--- src/rtl/i2c_tx_pkg.sv ---
// Shared types for the I2C slave transmitter.
// Assumes: nothing beyond the 1800-2017 language.
package i2c_tx_pkg;

    // Transmit engine phases
    typedef enum logic [2:0] {
        ST_IDLE,      // not addressed, lines free
        ST_STRETCH,   // SCL held low waiting for a host byte
        ST_SHIFT,     // shifting data bits out
        ST_ACKSLOT,   // SDA free, controller answers
        ST_NAKHOLD,   // not-acknowledged, SCL held until wait_rel
        ST_RELEASED   // lines free, waiting for a stop
    } tx_state_e;

endpackage

--- src/rtl/i2c_line_sync.sv ---
// Resynchronises one open-drain bus line into the system clock domain.
// Provides the synchronised level and its value one clock earlier, so that
// consumers can derive edges. Assumes STAGES >= 2; reset value is the idle
// bus level (high).
module i2c_line_sync #(
    parameter int STAGES = 2
) (
    input  logic clk,
    input  logic rst_n,
    input  logic line_i,
    output logic level,
    output logic level_d
);

    logic [STAGES-1:0] chain;

    // Shift the raw line through the synchroniser and keep one delayed copy
    always_ff @(posedge clk) begin
        if (!rst_n) begin
            chain   <= '1;
            level_d <= 1'b1;
        end else begin
            chain   <= {chain[STAGES-2:0], line_i};
            level_d <= chain[STAGES-1];
        end
    end

    assign level = chain[STAGES-1];

endmodule

--- src/rtl/i2c_bus_cond.sv ---
// Detects start and stop conditions from synchronised line levels.
// A condition counts only while SCL has been high for two samples, so a
// simultaneous release of both lines is not mistaken for a stop.
module i2c_bus_cond (
    input  logic scl_lvl,
    input  logic scl_lvl_d,
    input  logic sda_lvl,
    input  logic sda_lvl_d,
    output logic start_det,
    output logic stop_det
);

    logic scl_steady_high;

    // Classify SDA edges that occur during a steady high SCL
    always_comb begin
        scl_steady_high = scl_lvl & scl_lvl_d;
        start_det       = scl_steady_high & ~sda_lvl & sda_lvl_d;
        stop_det        = scl_steady_high & sda_lvl & ~sda_lvl_d;
    end

endmodule

--- src/rtl/i2c_tx_engine.sv ---
// Byte-level transmit sequencer of the I2C slave.
// Shifts a host byte out MSB first and frees SDA for the answer bit. It
// samples the answer on the ninth rising edge and stretches SCL on the
// ninth falling edge. A stop or start condition returns it to idle.
// Assumes synchronised line levels with one clock of history.
module i2c_tx_engine
    import i2c_tx_pkg::*;
#(
    parameter int DATA_W = 8
) (
    input  logic              clk,
    input  logic              rst_n,
    input  logic              start_tx,
    input  logic              wr_valid,
    input  logic [DATA_W-1:0] wr_data,
    input  logic              wait_rel,
    input  logic              scl_lvl,
    input  logic              scl_lvl_d,
    input  logic              sda_lvl,
    input  logic              start_det,
    input  logic              stop_det,
    output logic              scl_low,
    output logic              sda_low,
    output logic              ack_seen,
    output logic              irq_xfer,
    output logic              irq_stop
);

    localparam int CNT_W = (DATA_W > 1) ? $clog2(DATA_W) : 1;
    localparam logic [CNT_W-1:0] LAST_BIT = CNT_W'(DATA_W - 1);

    tx_state_e         state;
    logic [DATA_W-1:0] shreg;
    logic [CNT_W-1:0]  bitcnt;
    logic              scl_rise;
    logic              scl_fall;

    // Edge strobes of the synchronised clock line
    always_comb begin
        scl_rise = scl_lvl & ~scl_lvl_d;
        scl_fall = ~scl_lvl & scl_lvl_d;
    end

    // Transmit sequencer: bus conditions first, then the per-phase work
    always_ff @(posedge clk) begin
        if (!rst_n) begin
            state    <= ST_IDLE;
            shreg    <= '0;
            bitcnt   <= '0;
            scl_low  <= 1'b0;
            sda_low  <= 1'b0;
            ack_seen <= 1'b0;
            irq_xfer <= 1'b0;
            irq_stop <= 1'b0;
        end else begin
            irq_xfer <= 1'b0;
            irq_stop <= 1'b0;
            if (stop_det || start_det) begin
                state    <= ST_IDLE;
                bitcnt   <= '0;
                scl_low  <= 1'b0;
                sda_low  <= 1'b0;
                irq_stop <= stop_det;
            end else begin
                case (state)
                    ST_IDLE: begin
                        if (start_tx) begin
                            state   <= ST_STRETCH;
                            scl_low <= 1'b1;
                        end
                    end
                    ST_STRETCH: begin
                        if (wr_valid) begin
                            shreg   <= wr_data;
                            sda_low <= ~wr_data[DATA_W-1];
                            bitcnt  <= '0;
                            scl_low <= 1'b0;
                            state   <= ST_SHIFT;
                        end
                    end
                    ST_SHIFT: begin
                        if (scl_fall) begin
                            if (bitcnt == LAST_BIT) begin
                                sda_low <= 1'b0;
                                state   <= ST_ACKSLOT;
                            end else begin
                                bitcnt  <= bitcnt + 1'b1;
                                shreg   <= shreg << 1;
                                sda_low <= ~shreg[DATA_W-2];
                            end
                        end
                    end
                    ST_ACKSLOT: begin
                        if (scl_rise) begin
                            ack_seen <= ~sda_lvl;
                        end
                        if (scl_fall) begin
                            scl_low  <= 1'b1;
                            irq_xfer <= 1'b1;
                            state    <= ack_seen ? ST_STRETCH : ST_NAKHOLD;
                        end
                    end
                    ST_NAKHOLD: begin
                        if (wait_rel) begin
                            scl_low <= 1'b0;
                            sda_low <= 1'b0;
                            state   <= ST_RELEASED;
                        end
                    end
                    default: begin
                        state <= ST_RELEASED;
                    end
                endcase
            end
        end
    end

    // a stretch holds the clock and leaves the data line free
    assert_stretch_holds_R2: assert property (@(posedge clk) disable iff (!rst_n)
        (state == ST_STRETCH) |-> (scl_low && !sda_low));

    // data line only moves while the clock line is low during shifting
    assert_sda_moves_low_R3: assert property (@(posedge clk) disable iff (!rst_n)
        ((state == ST_SHIFT) && ($past(state) == ST_SHIFT) && !$stable(sda_low)) |-> !scl_lvl);

    // the answer bit is only recorded during the answer slot
    assert_ack_in_slot_R4: assert property (@(posedge clk) disable iff (!rst_n)
        !$stable(ack_seen) |-> ($past(state) == ST_ACKSLOT));

    // end-of-byte interrupt is a single clock and comes with a stretch
    assert_xfer_pulse_R5: assert property (@(posedge clk) disable iff (!rst_n)
        irq_xfer |-> (scl_low && !sda_low));
    assert_xfer_single_R5: assert property (@(posedge clk) disable iff (!rst_n)
        irq_xfer |=> !irq_xfer);

    // after a not-acknowledge the clock stays held and data stays free
    assert_nak_hold_R7: assert property (@(posedge clk) disable iff (!rst_n)
        (state == ST_NAKHOLD) |-> (scl_low && !sda_low && !ack_seen));

    // a stop interrupt always comes with both lines free
    assert_stop_frees_R8: assert property (@(posedge clk) disable iff (!rst_n)
        irq_stop |-> (!scl_low && !sda_low));

endmodule

--- src/rtl/i2c_tx_stretch.sv ---
// I2C slave transmitter top: two line synchronisers, a start/stop
// detector and the transmit engine. Assumes address matching is done
// upstream and signalled by start_tx; outputs are open-drain enables.
module i2c_tx_stretch #(
    parameter int DATA_W      = 8,
    parameter int SYNC_STAGES = 2
) (
    input  logic              clk,
    input  logic              rst_n,
    input  logic              scl_i,
    input  logic              sda_i,
    input  logic              start_tx,
    input  logic              wr_valid,
    input  logic [DATA_W-1:0] wr_data,
    input  logic              wait_rel,
    output logic              scl_drive_low,
    output logic              sda_drive_low,
    output logic              ack_seen,
    output logic              irq_xfer,
    output logic              irq_stop
);

    localparam int NLINES = 2;
    localparam int IDX_SCL = 0;
    localparam int IDX_SDA = 1;

    logic [NLINES-1:0] raw_lines;
    logic [NLINES-1:0] lvl;
    logic [NLINES-1:0] lvl_d;
    logic              start_det;
    logic              stop_det;

    assign raw_lines = {sda_i, scl_i};

    // One synchroniser per bus line
    for (genvar g = 0; g < NLINES; g++) begin : g_sync
        i2c_line_sync #(.STAGES(SYNC_STAGES)) u_sync (
            .clk     (clk),
            .rst_n   (rst_n),
            .line_i  (raw_lines[g]),
            .level   (lvl[g]),
            .level_d (lvl_d[g])
        );
    end

    i2c_bus_cond u_cond (
        .scl_lvl   (lvl[IDX_SCL]),
        .scl_lvl_d (lvl_d[IDX_SCL]),
        .sda_lvl   (lvl[IDX_SDA]),
        .sda_lvl_d (lvl_d[IDX_SDA]),
        .start_det (start_det),
        .stop_det  (stop_det)
    );

    i2c_tx_engine #(.DATA_W(DATA_W)) u_engine (
        .clk       (clk),
        .rst_n     (rst_n),
        .start_tx  (start_tx),
        .wr_valid  (wr_valid),
        .wr_data   (wr_data),
        .wait_rel  (wait_rel),
        .scl_lvl   (lvl[IDX_SCL]),
        .scl_lvl_d (lvl_d[IDX_SCL]),
        .sda_lvl   (lvl[IDX_SDA]),
        .start_det (start_det),
        .stop_det  (stop_det),
        .scl_low   (scl_drive_low),
        .sda_low   (sda_drive_low),
        .ack_seen  (ack_seen),
        .irq_xfer  (irq_xfer),
        .irq_stop  (irq_stop)
    );

endmodule

--- config.mk ---
export PLATFORM = sky130hd
export DESIGN_NAME = i2c_tx_stretch
export DESIGN_NICKNAME = d
export VERILOG_FILES = /design/src/rtl/i2c_tx_pkg.sv /design/src/rtl/i2c_line_sync.sv /design/src/rtl/i2c_bus_cond.sv /design/src/rtl/i2c_tx_engine.sv /design/src/rtl/i2c_tx_stretch.sv
export SDC_FILE = /design/constraint.sdc
export NUM_CORES = 1
export LEC_CHECK = 0
export CORE_AREA = 2 2 55 57
export DETAILED_ROUTE_END_ITERATION = 7
export DIE_AREA = 0 0 57 59
export PLACE_DENSITY = 0.72
export SLEW_MARGIN = 40
export SYNTH_ARGS = -nofsm -noshare
export SYNTH_HDL_FRONTEND = slang
export SYNTH_HIERARCHICAL = 1
export SYNTH_SLANG_ARGS = --single-unit
--- constraint.sdc ---
create_clock -name clk -period 1.37 [get_ports clk]
set_input_delay 0.2055 -clock clk [delete_from_list [all_inputs] [get_ports clk]]
set_output_delay 0.2055 -clock clk [all_outputs]
set_load 0.05 [all_outputs]
==> out/metrics.cfg <==
[global_route]
grt_max_degree=13
grt_pass1_vias=1135
grt_use_total_pct=19.5
grt_overflow=0
antenna_found_initial=0
grt_pass1_wl_mm=5.13

[yosys]
synth-xor-area-share_pct=0
synth_warnings=6
synth_cells=123
postSynthAreaPerCell_um2=10.1
synthArstFlopShare_pct=0
synth_area_um2=1240
synth_top_family_by_area=simple AND/OR/NAND/NOR gates
synth_mux_area_share_pct=4.85
synth_top_cell_by_area=dfxtp_1
synthFlopType=dfxtp_1
ys_seq_area_share_pct=38.8
synth-adder-area-share_pct=3.03
synth.area.top_cells=dfxtp_1 39%, mux2i_1 4.9%, o211a_1 4.9%, nand2b_1 4.6%, nand3_1 4.0%
synth.distinct_cells=45
synth-edff-count=0
synth_fp_nets=141
synthSimpleGateAreaFrac_pct=28.1
yosys.area.top_type_share_pct=38.8
synth_compound_area_share_pct=19.4
synth-seq-cells=24

[layout]
drive_above_1_share_pct=47.6
utilization_pct=71.1
layout_common_cells=22 x buf_4, 17 x dfxtp_1, 14 x clkdlybuf4s50_1
diodes=0
fin_cells=197
final_nets=186
syn2layout_area_growth_pct=55.6
stdcell_area_um2=1930
final_common_cell=buf_4

[sta]
max_slew_margin_pct=79.9
worstMarginPinSlew_ns=0.300
fmaxAchievable_ghz=0.670
worst_slack_ns=-0.122
rsz0062_at_grt=yes
finClkSkew_ns=0.0110
finalHoldViolCount=0
slew_violations=0
period_minus_slack_ns=1.49
tns_ns=-0.373
fin_crit_sh_pct=109
final-setup-viol-count=11

[die]
io_pins=20
coreArea_um2=2710
initial_core_util_pct=45.7
die_h_um=59
fp.dieW_um=57
row_count=19
dieArea_um2=3360

[critical_path]
arrival_ns=1.75
startpoint_type=register
slowest_stage=or4_4
timing.critical_path.mode_cell=ha_4
cp_cell_sequence=ha_4 > ha_4 > or4_4 > o21ai_2 > a21oi_2 > a211oi_2
cp-end-kind=register
setup.worst_path.class=reg -> reg
cp_max_fo=2
r2r_start=u_engine/bitcnt[1]$_SDFFE_PP0P_
crit_path_max_incr_delay_ns=0.41
required_ns=1.63
reg2reg_to=u_engine/sda_low$_SDFFE_PP0P_
rrSetupSlack_ns=-0.12
reg2reg_depth=6

[place]
dp_cells=192
dp_hpwl_mm=2.05
place_ws_ns=-0.192
numPortBuffers=19
placed_area_um2=1670
gp_congestion=0.774

[power_and_ir_drop]
power.leakage_nw=0.728
irDropWorstVdd_mv=0.810
power.density_nw_per_um2=821

[cts]
clock_latency_ns=0.32
path_clk_slew_ns=0.13
tritoncts=built
cts_sinks=24
cts_root_buffer=clkbuf_4
cts_inserted_buffers=3
cts-htree-levels=1
cts_max_path_buffers=2

[worst_hold_path]
whs_path_depth=1
hold_path.class=reg -> reg
min_to=g_sync[1].u_sync/chain[1]$_SDFF_PN1_
min_from=g_sync[1].u_sync/chain[0]$_SDFF_PN1_

[routing]
routed_wl_mm=3.15
drcViolationCount=0
dr.pass1.iters=4
final_antenna_net_count=0
wl_per_cell_um=16.0
drt_iter0_markers=32
via_count=1127
vias_per_cell=5.72

[run_status]
violations=negative setup slack
outcome=finished, violations left

[job]
drv_cap=0

what timing repair did:
item,in CTS,in global routing
buffers inserted,1,0
setup endpoints to repair,14,16
hold buffers,0,0
pin swaps,5,10
resized for setup,23,23
gates cloned,1,0
cells in the mapped netlist, drive strengths merged (2+ instances only):
master  instances
nand3b          2
inv             4
a211oi          3
nor3b           2
and4b           2
nor2            3
or3             2
o21ai           2
ha              3
nor3            7
o211a           6
dfxtp          24
a21oi           7
a31oi           3
nand2           6
mux2i           6
buf             5
and4bb          2
nand2b          9
nand3          10
a311oi          2
registers in the layout (all words and copies together) (netlist names):
name,cells
g_sync.u_sync/chain,4
u_engine/state,3
u_engine/ack_seen,1
u_engine/sda_low,1
u_engine/shreg,7
u_engine/irq_xfer,1
g_sync.u_sync/level_d,2
u_engine/irq_stop,1
u_engine/bitcnt,3
u_engine/scl_low,1
per-stage QoR:
step | hold slack [ns] | power [mW]
4_1_cts | 0.433 | 1.53
2_1_floorplan | 0.279 | 1.01
3_3_place_gp | 0.389 | 1.17
3_5_place_dp | 0.402 | 1.18
6_report | 0.426 | 1.58
5_1_grt | 0.444 | 1.66
worst max-delay path: cells and delay by family (launching register included):
family | cells | cell delay [ns]
simple gates | 1 | 0.41
flops | 1 | 0.37
fa+ha+maj | 2 | 0.34
compound gates | 3 | 0.32
kinds of logic after synthesis:
group | Yosys count
AOI/OAI and AO/OA | 29
adders and majority gates | 3
buffers and inverters | 10
DFF | 24
muxes | 6
and+or+nand+nor | 51
power by group:
part           total (mW)  internal [mW]  switching, mW  leakage [nW]
Clock               0.313          0.103          0.210        0.0138
Sequential          0.776          0.738         0.0381         0.198
Combinational       0.492          0.270          0.222         0.516
layout make-up:
class	instances	area, um2
multi-input cells	89	863
fillers	200	785
flip-flops and latches	24	497
repair buffers	46	487
well taps	31	38.8
clock buffers	3	22.5
inverters	4	17.5
routing by layer:
layer	track usage, %	wire, um
met5	0	0
met4	7.64	48
met3	2.40	97
met2	35.5	1670
met1	23.6	1330
worst max path at each step:
stage | depth (start not counted) | from | to | slack, ns
floorplan | 6 | u_engine/bitcnt[1]$_SDFFE_PP0P_ | u_engine/sda_low$_SDFFE_PP0P_ | -0.03
global placement | 6 | wr_valid | u_engine/shreg[3]$_SDFFE_PN0P_ | -0.17
detailed placement | 6 | wr_valid | u_engine/shreg[3]$_SDFFE_PN0P_ | -0.19
CTS | 6 | u_engine/bitcnt[1]$_SDFFE_PP0P_ | u_engine/sda_low$_SDFFE_PP0P_ | -0.14
global route | 6 | u_engine/bitcnt[1]$_SDFFE_PP0P_ | u_engine/sda_low$_SDFFE_PP0P_ | -0.17
finish | 6 | u_engine/bitcnt[1]$_SDFFE_PP0P_ | u_engine/sda_low$_SDFFE_PP0P_ | -0.12
No activity file was read; power rests on OpenSTA's default activity.
